`src/rtl/pair_lamp_pkg.sv`:
```
package pair_lamp_pkg;
  typedef enum logic [1:0] {
    ST_IDLE = 2'b00,
    ST_ONE  = 2'b01,
    ST_LIT  = 2'b10
  } lamp_state_e;
endpackage

```
`src/rtl/pair_match_detect.sv`:
```
module pair_match_detect #(
  parameter int DIFF_W = 7,
  parameter int TARGET = 3
) (
  input  logic              clk,
  input  logic              rst_n,
  input  logic              valid_i,
  input  logic [DIFF_W-1:0] diff_i,
  output logic              hit_o
);
  localparam logic [DIFF_W-1:0] MATCH     = DIFF_W'(TARGET);
  localparam logic [DIFF_W-1:0] NEG_MATCH = DIFF_W'(-TARGET);

  always_comb begin
    hit_o = 1'b0;
    if (valid_i) begin
      hit_o = (diff_i == MATCH);
    end
  end

  // no strobe, no event
  p_strobe_gate_r4: assert property (@(posedge clk) disable iff (!rst_n)
    !valid_i |-> !hit_o);

  // mirrored difference never qualifies
  p_neg_ignored_r3: assert property (@(posedge clk) disable iff (!rst_n)
    (diff_i == NEG_MATCH) |-> !hit_o);
endmodule

```
`src/rtl/pair_lamp_seq.sv`:
```
module pair_lamp_seq
  import pair_lamp_pkg::*;
(
  input  logic clk,
  input  logic rst_n,
  input  logic hit_i,
  output logic lamp_o
);
  lamp_state_e state_q, state_d;

  always_comb begin
    state_d = state_q;
    if (hit_i) begin
      unique case (state_q)
        ST_IDLE: state_d = ST_ONE;
        ST_ONE:  state_d = ST_LIT;
        ST_LIT:  state_d = ST_IDLE;
        default: state_d = ST_IDLE;
      endcase
    end
  end

  always_ff @(posedge clk or negedge rst_n) begin
    if (!rst_n) begin
      state_q <= ST_IDLE;
    end else if (hit_i) begin
      state_q <= state_d;
    end
  end

  assign lamp_o = (state_q == ST_LIT);

  // second event lights the lamp
  p_lamp_rise_r5: assert property (@(posedge clk) disable iff (!rst_n)
    (state_q == ST_ONE && hit_i) |=> lamp_o);

  // third event darkens the lamp
  p_lamp_fall_r7: assert property (@(posedge clk) disable iff (!rst_n)
    (lamp_o && hit_i) |=> !lamp_o);

  // non-events leave the count alone
  p_hold_count_r6: assert property (@(posedge clk) disable iff (!rst_n)
    !hit_i |=> $stable(state_q));

  // after the fall the count is back at zero
  p_restart_r8: assert property (@(posedge clk) disable iff (!rst_n)
    (lamp_o && hit_i) |=> (state_q == ST_IDLE));

  // encoding stays within the three legal states
  p_legal_state_r1: assert property (@(posedge clk) disable iff (!rst_n)
    state_q != 2'b11);
endmodule

```
`src/rtl/pair_match_lamp.sv`:
```
module pair_match_lamp #(
  parameter int DIFF_W = 7,
  parameter int TARGET = 3
) (
  input  logic              clk,
  input  logic              rst_n,
  input  logic              pair_valid_i,
  input  logic [DIFF_W-1:0] pair_diff_i,
  output logic              lamp_o
);
  logic hit;

  pair_match_detect #(
    .DIFF_W (DIFF_W),
    .TARGET (TARGET)
  ) u_detect (
    .clk     (clk),
    .rst_n   (rst_n),
    .valid_i (pair_valid_i),
    .diff_i  (pair_diff_i),
    .hit_o   (hit)
  );

  pair_lamp_seq u_seq (
    .clk    (clk),
    .rst_n  (rst_n),
    .hit_i  (hit),
    .lamp_o (lamp_o)
  );
endmodule

```
`config.mk`:
```
export PLATFORM = sky130hd
export DESIGN_NAME = pair_match_lamp
export DESIGN_NICKNAME = d
export VERILOG_FILES = /design/src/rtl/pair_lamp_pkg.sv /design/src/rtl/pair_match_detect.sv /design/src/rtl/pair_lamp_seq.sv /design/src/rtl/pair_match_lamp.sv
export SDC_FILE = /design/constraint.sdc
export NUM_CORES = 1
export LEC_CHECK = 0
export ABC_AREA = 1
export BUFFER_PORTS_ARGS = -buffer_cell sky130_fd_sc_hd__buf_2
export CORE_AREA = 5 5 42 44
export CTS_CLUSTER_DIAMETER = 200
export CTS_CLUSTER_SIZE = 8
export DETAILED_ROUTE_END_ITERATION = 8
export DIE_AREA = 0 0 47 49
export PLACE_DENSITY = 0.34
export SETUP_SLACK_MARGIN = 0.05
export SYNTH_ARGS = -nofsm -noshare
export SYNTH_HDL_FRONTEND = slang
export SYNTH_SLANG_ARGS = --single-unit
```
`constraint.sdc`:
```
create_clock -name clk -period 0.9 [get_ports clk]
set_input_delay 0.18 -clock clk [delete_from_list [all_inputs] [get_ports clk]]
set_output_delay 0.18 -clock clk [all_outputs]
set_load 0.03 [all_outputs]
```
==> results.ini, run 1 <==
[timing]
period_share = 1.13
timing.hold.ws_ns = 0.273
min_period_ns = 1.01
hold_violations = 0
fin_setup_tns_ns = -0.115
setup_viol_count_final = 1
max_freq_mhz = 986
relSlewSlack = 0.919
clock_skew_ns = 0.00232
setup_ws_ns = -0.115
worst_pin_slew_ns = 0.122
grt_setup_unrepaired = true
slew_violations = 0

[worst_setup_path]
critPathMaxFanout = 2
path_buf_inv = 2
path_cells = inv_2 > nor2_4 > buf_6
required_ns = 0.72
crit_path_end_kind = primary output
cp_slowest_stage_delay_ns = 0.34
cp.arrival_ns = 0.83
crit_type = flop to primary output
crit_family = flip-flops
slowest_stage = dfrtp_1
start_kind = flop

[clocking]
numCtsBuffers = 3
cts_tree = yes
clkTransAtPathRegs_ns = 0.03
cts_sinks = 2
clk_latency_ns = 0.22
cts-root-buf = clkbuf_4
clk_path_buf_depth = 2
htreeDepth = 1

[drt]
finalWirelength_um = 426
drc = 0
drt_iter0_drc = 4
drt.antenna.violating_nets = 0
viasPerCell = 3.30
wl_per_cell_um = 6.76
firstDrtPassIters = 3
num_vias = 208

[cells_and_area]
multi_input_area_sq_um = 100
layout.area.seq_sq_um = 50.0
nNetsFinal = 59
regMostFlops = u_seq.state_q
reg.largest.list = u_seq.state_q: 2 flops
fin_cells = 63
area_delta_synth_final_pct = 80.5
largest_register_ffs = 2
fin_util = 0.214
drive_gt1_frac = 0.426
fill_cells = 175
antenna_cells = 0

[die]
die_h_um = 49
dieArea_sq_um = 2300
initial_core_util = 0.119
die_x_um = 47
core_area_sq_um = 1400
rows = 14
io_pins = 11

[global_route]
antenna_found_initial = 0
grt_overflow = 0
grtUsageTotal = 0.0492
grt_pass1_wl_um = 752
grt_pass1_vias = 200
grt_max_degree = 4

[placed_design]
portBuffers = 10
dp_slack_ns = 0.0426
dp_cells = 59
place_congestion = 0.630

[status]
status = finished with violations
violations = setup timing

[job]
maxCapViolations = 0

[yosys]
ys_seq_elements = 2
synth_area_per_cell_sq_um = 5.37
synthDistinctLibCells = 6
yosys_warnings = 0
ys_seq_area_frac = 0.301
syn_inst = 31
synth_nets = 41
syn_area_sq_um = 166

[power]
vdd.ir_drop.worst_uv = 455
cellPowerDensity_nw_per_um2 = 1260
leakage_uw = 0.000172

[worst_hold_path]
hp-class = input port to async pin

[worst register-to-register path, stage by stage, from the launching register on]
cell     delay [ns]
dfrtp_1        0.39
buf_4          0.16
inv_1          0.05
nor2_1         0.03
nand3_1        0.05
nand2_1        0.05
[final cells by class]
type / count / share of cell area
Clock buffer: 3 / 0.0750
Inverter: 7 / 0.0875
Multi-Input combinational cell: 22 / 0.333
Sequential cell: 2 / 0.167
Tap cell: 16 / 0.0667
Timing Repair Buffer: 13 / 0.271
[stage by stage]
| step | total power, uW | instance area, sq um |
|---|---|---|
| after detailed placement | 180 | 259 |
| after global routing | 421 | 300 |
| after floorplan | 141 | 174 |
| after global placement | 180 | 259 |
| after CTS | 392 | 298 |
| final | 378 | 300 |
[report_power, final]
group / switching, uW / internal, uW
sequential: 6.53 / 97.7
clock: 45.3 / 147
combinational: 39.5 / 42.5
total: 91.4 / 287
[cell families after synthesis]
logic type             count (synthesis)  share of synthesized area
flip-flops                             2                      0.301
AND/OR/NAND/NOR                       22                      0.541
buffers and inverters                  7                      0.158
[synth_stat cells]
cell      n  area, sq um
inv_1     7         26.3
nor2_2    2         12.5
nand2_1  13         48.8
nor2_1    5         18.8
dfrtp_1   2         50.1
nand3_1   2         10.0
[layer usage]
layer / vias up / global-route usage / wire [um]
met5: - / 0 / 0
met4: 0 / 0.0553 / 0
met3: 0 / 0.0221 / 22
met2: 4 / 0.0588 / 242
met1: 83 / 0.0569 / 161
li1: 121 / - / -
[repair_timing]
item | CTS | global route
endpoints found under the setup margin | 2 | 3
pin swaps | 4 | 0
endpoints found under the hold margin | 2 | 0
setup buffers | 1 | 0
hold buffers | 1 | 0
gates resized for setup | 3 | 1
[cell usage in the layout (no fill, tap or decap)]
cell type / netlist / final
nand2_1: 13 / 13
buf_2: 0 / 9
inv_1: 7 / 6
nor2_1: 5 / 3
nor2_2: 2 / 3
clkbuf_4: 0 / 3
nand3_1: 2 / 2
buf_4: 0 / 2
dfrtp_1: 2 / 2
inv_2: 0 / 1
nor2_4: 0 / 1
dlygate4sd3_1: 0 / 1
buf_6: 0 / 1
[worst paths after layout]
check	startpoint	end	slack, ns	cells after the start
hold reg to reg	u_seq.state_q[1]$_DFFE_PN0P_	u_seq.state_q[1]$_DFFE_PN0P_	0.62	3
setup reg to reg	u_seq.state_q[0]$_DFFE_PN0P_	u_seq.state_q[1]$_DFFE_PN0P_	0.05	5
setup / recovery	u_seq.state_q[1]$_DFFE_PN0P_	lamp_o	-0.11	3
min in group clk	pair_diff_i[3]	u_seq.state_q[0]$_DFFE_PN0P_	0.33	6
hold / removal	rst_n	u_seq.state_q[0]$_DFFE_PN0P_	0.27	2
max in group asynchronous	rst_n	u_seq.state_q[1]$_DFFE_PN0P_	0.53	2
Power figures use the tool's default switching activity.
==> run 2, diff against run 1 <==
--- a/config.mk
+++ b/config.mk
@@ -12,7 +12,9 @@
 export CTS_CLUSTER_SIZE = 8
 export DETAILED_ROUTE_END_ITERATION = 8
 export DIE_AREA = 0 0 47 49
+export HOLD_SLACK_MARGIN = 0.15
 export PLACE_DENSITY = 0.34
+export RECOVER_POWER = 25
 export SETUP_SLACK_MARGIN = 0.05
 export SYNTH_ARGS = -nofsm -noshare
 export SYNTH_HDL_FRONTEND = slang
==> results.ini, run 2 (synthesized netlist as in run 1, its figures left out) <==
[status]
status = finished with violations  ; unchanged
violations = setup timing  ; unchanged

[cells_and_area]
antenna_cells = 0  ; unchanged
largest_register_ffs = 2  ; unchanged
drive_gt1_frac = 0.404  ; was 0.426
fin_util = 0.213  ; was 0.214
fill_cells = 176  ; was 175
final_cell_mix = 13 x nand2_1, 8 x buf_2, 6 x inv_1  ; was 13 x nand2_1, 9 x buf_2, 6 x inv_1
regMostFlops = u_seq.state_q  ; unchanged
nNetsFinal = 59  ; unchanged
fin_area_sq_um = 299  ; was 300 sq um
area_delta_synth_final_pct = 79.7  ; was 80.5%
final_common_cell = nand2_1  ; unchanged
layout.area.seq_sq_um = 50.0  ; unchanged
multi_input_area_sq_um = 100  ; unchanged
reg.largest.list = u_seq.state_q: 2 flops  ; unchanged

[clocking]
numCtsBuffers = 3  ; unchanged
clkTransAtPathRegs_ns = 0.03  ; about the same
cts_sinks = 2  ; unchanged
clk_latency_ns = 0.22  ; about the same
clk_path_buf_depth = 2  ; unchanged
htreeDepth = 1  ; unchanged
cts-root-buf = clkbuf_4  ; unchanged
cts_tree = yes  ; unchanged

[timing]
hold_violations = 0  ; unchanged
relSlewSlack = 0.919  ; unchanged
slew_violations = 0  ; unchanged
grt_setup_unrepaired = true  ; unchanged
setup_ws_ns = -0.115  ; unchanged
worst_pin_slew_ns = 0.122  ; unchanged
clock_skew_ns = 0.00232  ; unchanged
period_share = 1.13  ; unchanged
min_period_ns = 1.01  ; unchanged
max_freq_mhz = 986  ; unchanged
setup_viol_count_final = 1  ; unchanged

[worst_setup_path]
start_kind = flop  ; unchanged
crit_type = flop to primary output  ; unchanged
critPathMaxFanout = 2  ; unchanged
required_ns = 0.72  ; about the same
crit_path_end_kind = primary output  ; unchanged
cp.arrival_ns = 0.83  ; about the same

[global_route]
grt_overflow = 0  ; unchanged
grtUsageTotal = 0.0492  ; unchanged
grt_pass1_vias = 200  ; unchanged
antenna_found_initial = 0  ; unchanged
grt_max_degree = 4  ; unchanged
grt_pass1_wl_um = 752  ; unchanged

[placed_design]
dp_slack_ns = 0.0426  ; unchanged
place_congestion = 0.630  ; unchanged
dpl_cell_area_sq_um = 259  ; unchanged
portBuffers = 10  ; unchanged

[die]
initial_core_util = 0.119  ; unchanged
die_x_um = 47  ; unchanged
dieArea_sq_um = 2300  ; unchanged
rows = 14  ; unchanged
die_h_um = 49  ; unchanged
io_pins = 11  ; unchanged
core_area_sq_um = 1400  ; unchanged

[drt]
drt_iter0_drc = 4  ; unchanged
wl_per_cell_um = 6.73  ; was 6.76 um
num_vias = 208  ; unchanged
finalWirelength_um = 424  ; was 426 um
firstDrtPassIters = 3  ; unchanged
drc = 0  ; unchanged
viasPerCell = 3.30  ; unchanged
drt.antenna.violating_nets = 0  ; unchanged

[power]
leakage_uw = 0.000169  ; was 0.000172 uW
cellPowerDensity_nw_per_um2 = 1260  ; about the same
vdd.ir_drop.worst_uv = 455  ; about the same

[job]
maxCapViolations = 0  ; unchanged

[worst_hold_path]
hp-class = input port to async pin  ; unchanged

==> run 2: cell count changes in the layout (fill, tap and decap cells not counted), sizes merged <==
cell	previous run	this run
buf	12	11
clkbuf	3	4
==> run 2: worst max-delay path, cell delays in order, from the launching register on <==
cell     delay, ns
dfrtp_1       0.34
inv_2         0.05
nor2_4        0.09
buf_6         0.13
==> run 2: power by group <==
part,switching [uW],leakage (uW),total [uW],internal (uW)
combinational,39.5,0.000128,81.4,41.9
sequential,6.53,0.0000272,104,97.7
clock,45.3,0.0000138,192,147
total,91.4,0.000169,378,286
==> run 2: final cells by class <==
type	count	area share
Sequential cell	2	0.167
Timing Repair Buffer	13	0.268
Inverter	7	0.0879
Clock buffer	3	0.0753
Multi-Input combinational cell	22	0.335
Tap cell	16	0.0669
==> run 2: final timing paths <==
| kind | startpoint | slack [ns] | endpoint | depth (start not counted) |
|---|---|---|---|---|
| max | u_seq.state_q[1]$_DFFE_PN0P_ | -0.11 | lamp_o | 3 |
| min | rst_n | 0.27 | u_seq.state_q[0]$_DFFE_PN0P_ | 2 |
| max reg2reg | u_seq.state_q[0]$_DFFE_PN0P_ | 0.05 | u_seq.state_q[1]$_DFFE_PN0P_ | 5 |
| min reg2reg | u_seq.state_q[1]$_DFFE_PN0P_ | 0.62 | u_seq.state_q[1]$_DFFE_PN0P_ | 3 |
| max in group asynchronous | rst_n | 0.50 | u_seq.state_q[1]$_DFFE_PN0P_ | 2 |
| min in group clk | pair_diff_i[3] | 0.33 | u_seq.state_q[0]$_DFFE_PN0P_ | 6 |
==> run 2: stage by stage <==
step	TNS [ns]	std cells	hold slack (ns)	total power, uW
floorplan	0	31	-0.116	141
global placement	0	59	-0.0330	180
finish	-0.115	63	0.274	378
detailed placement	0	59	-0.0334	180
CTS	-0.130	63	0.265	392
global route	-0.195	63	0.293	420
==> run 2: repair_timing <==
action                                 in CTS  in global routing
setup endpoints to repair                   2                  3
gates resized for setup                     3                  1
hold buffers                                1                  0
setup buffers                               1                  0
endpoints found under the hold margin       2                  0
pin swaps                                   4                  0
==> run 2: routing by layer <==
metal	part of all wire	vias to the layer above	track usage	wire, um
li1	-	121	-	-
met1	0.38	83	0.0569	160
met2	0.57	4	0.0588	242
met3	0.052	0	0.0221	22
met4	0	0	0.0553	0
met5	0	-	0	0
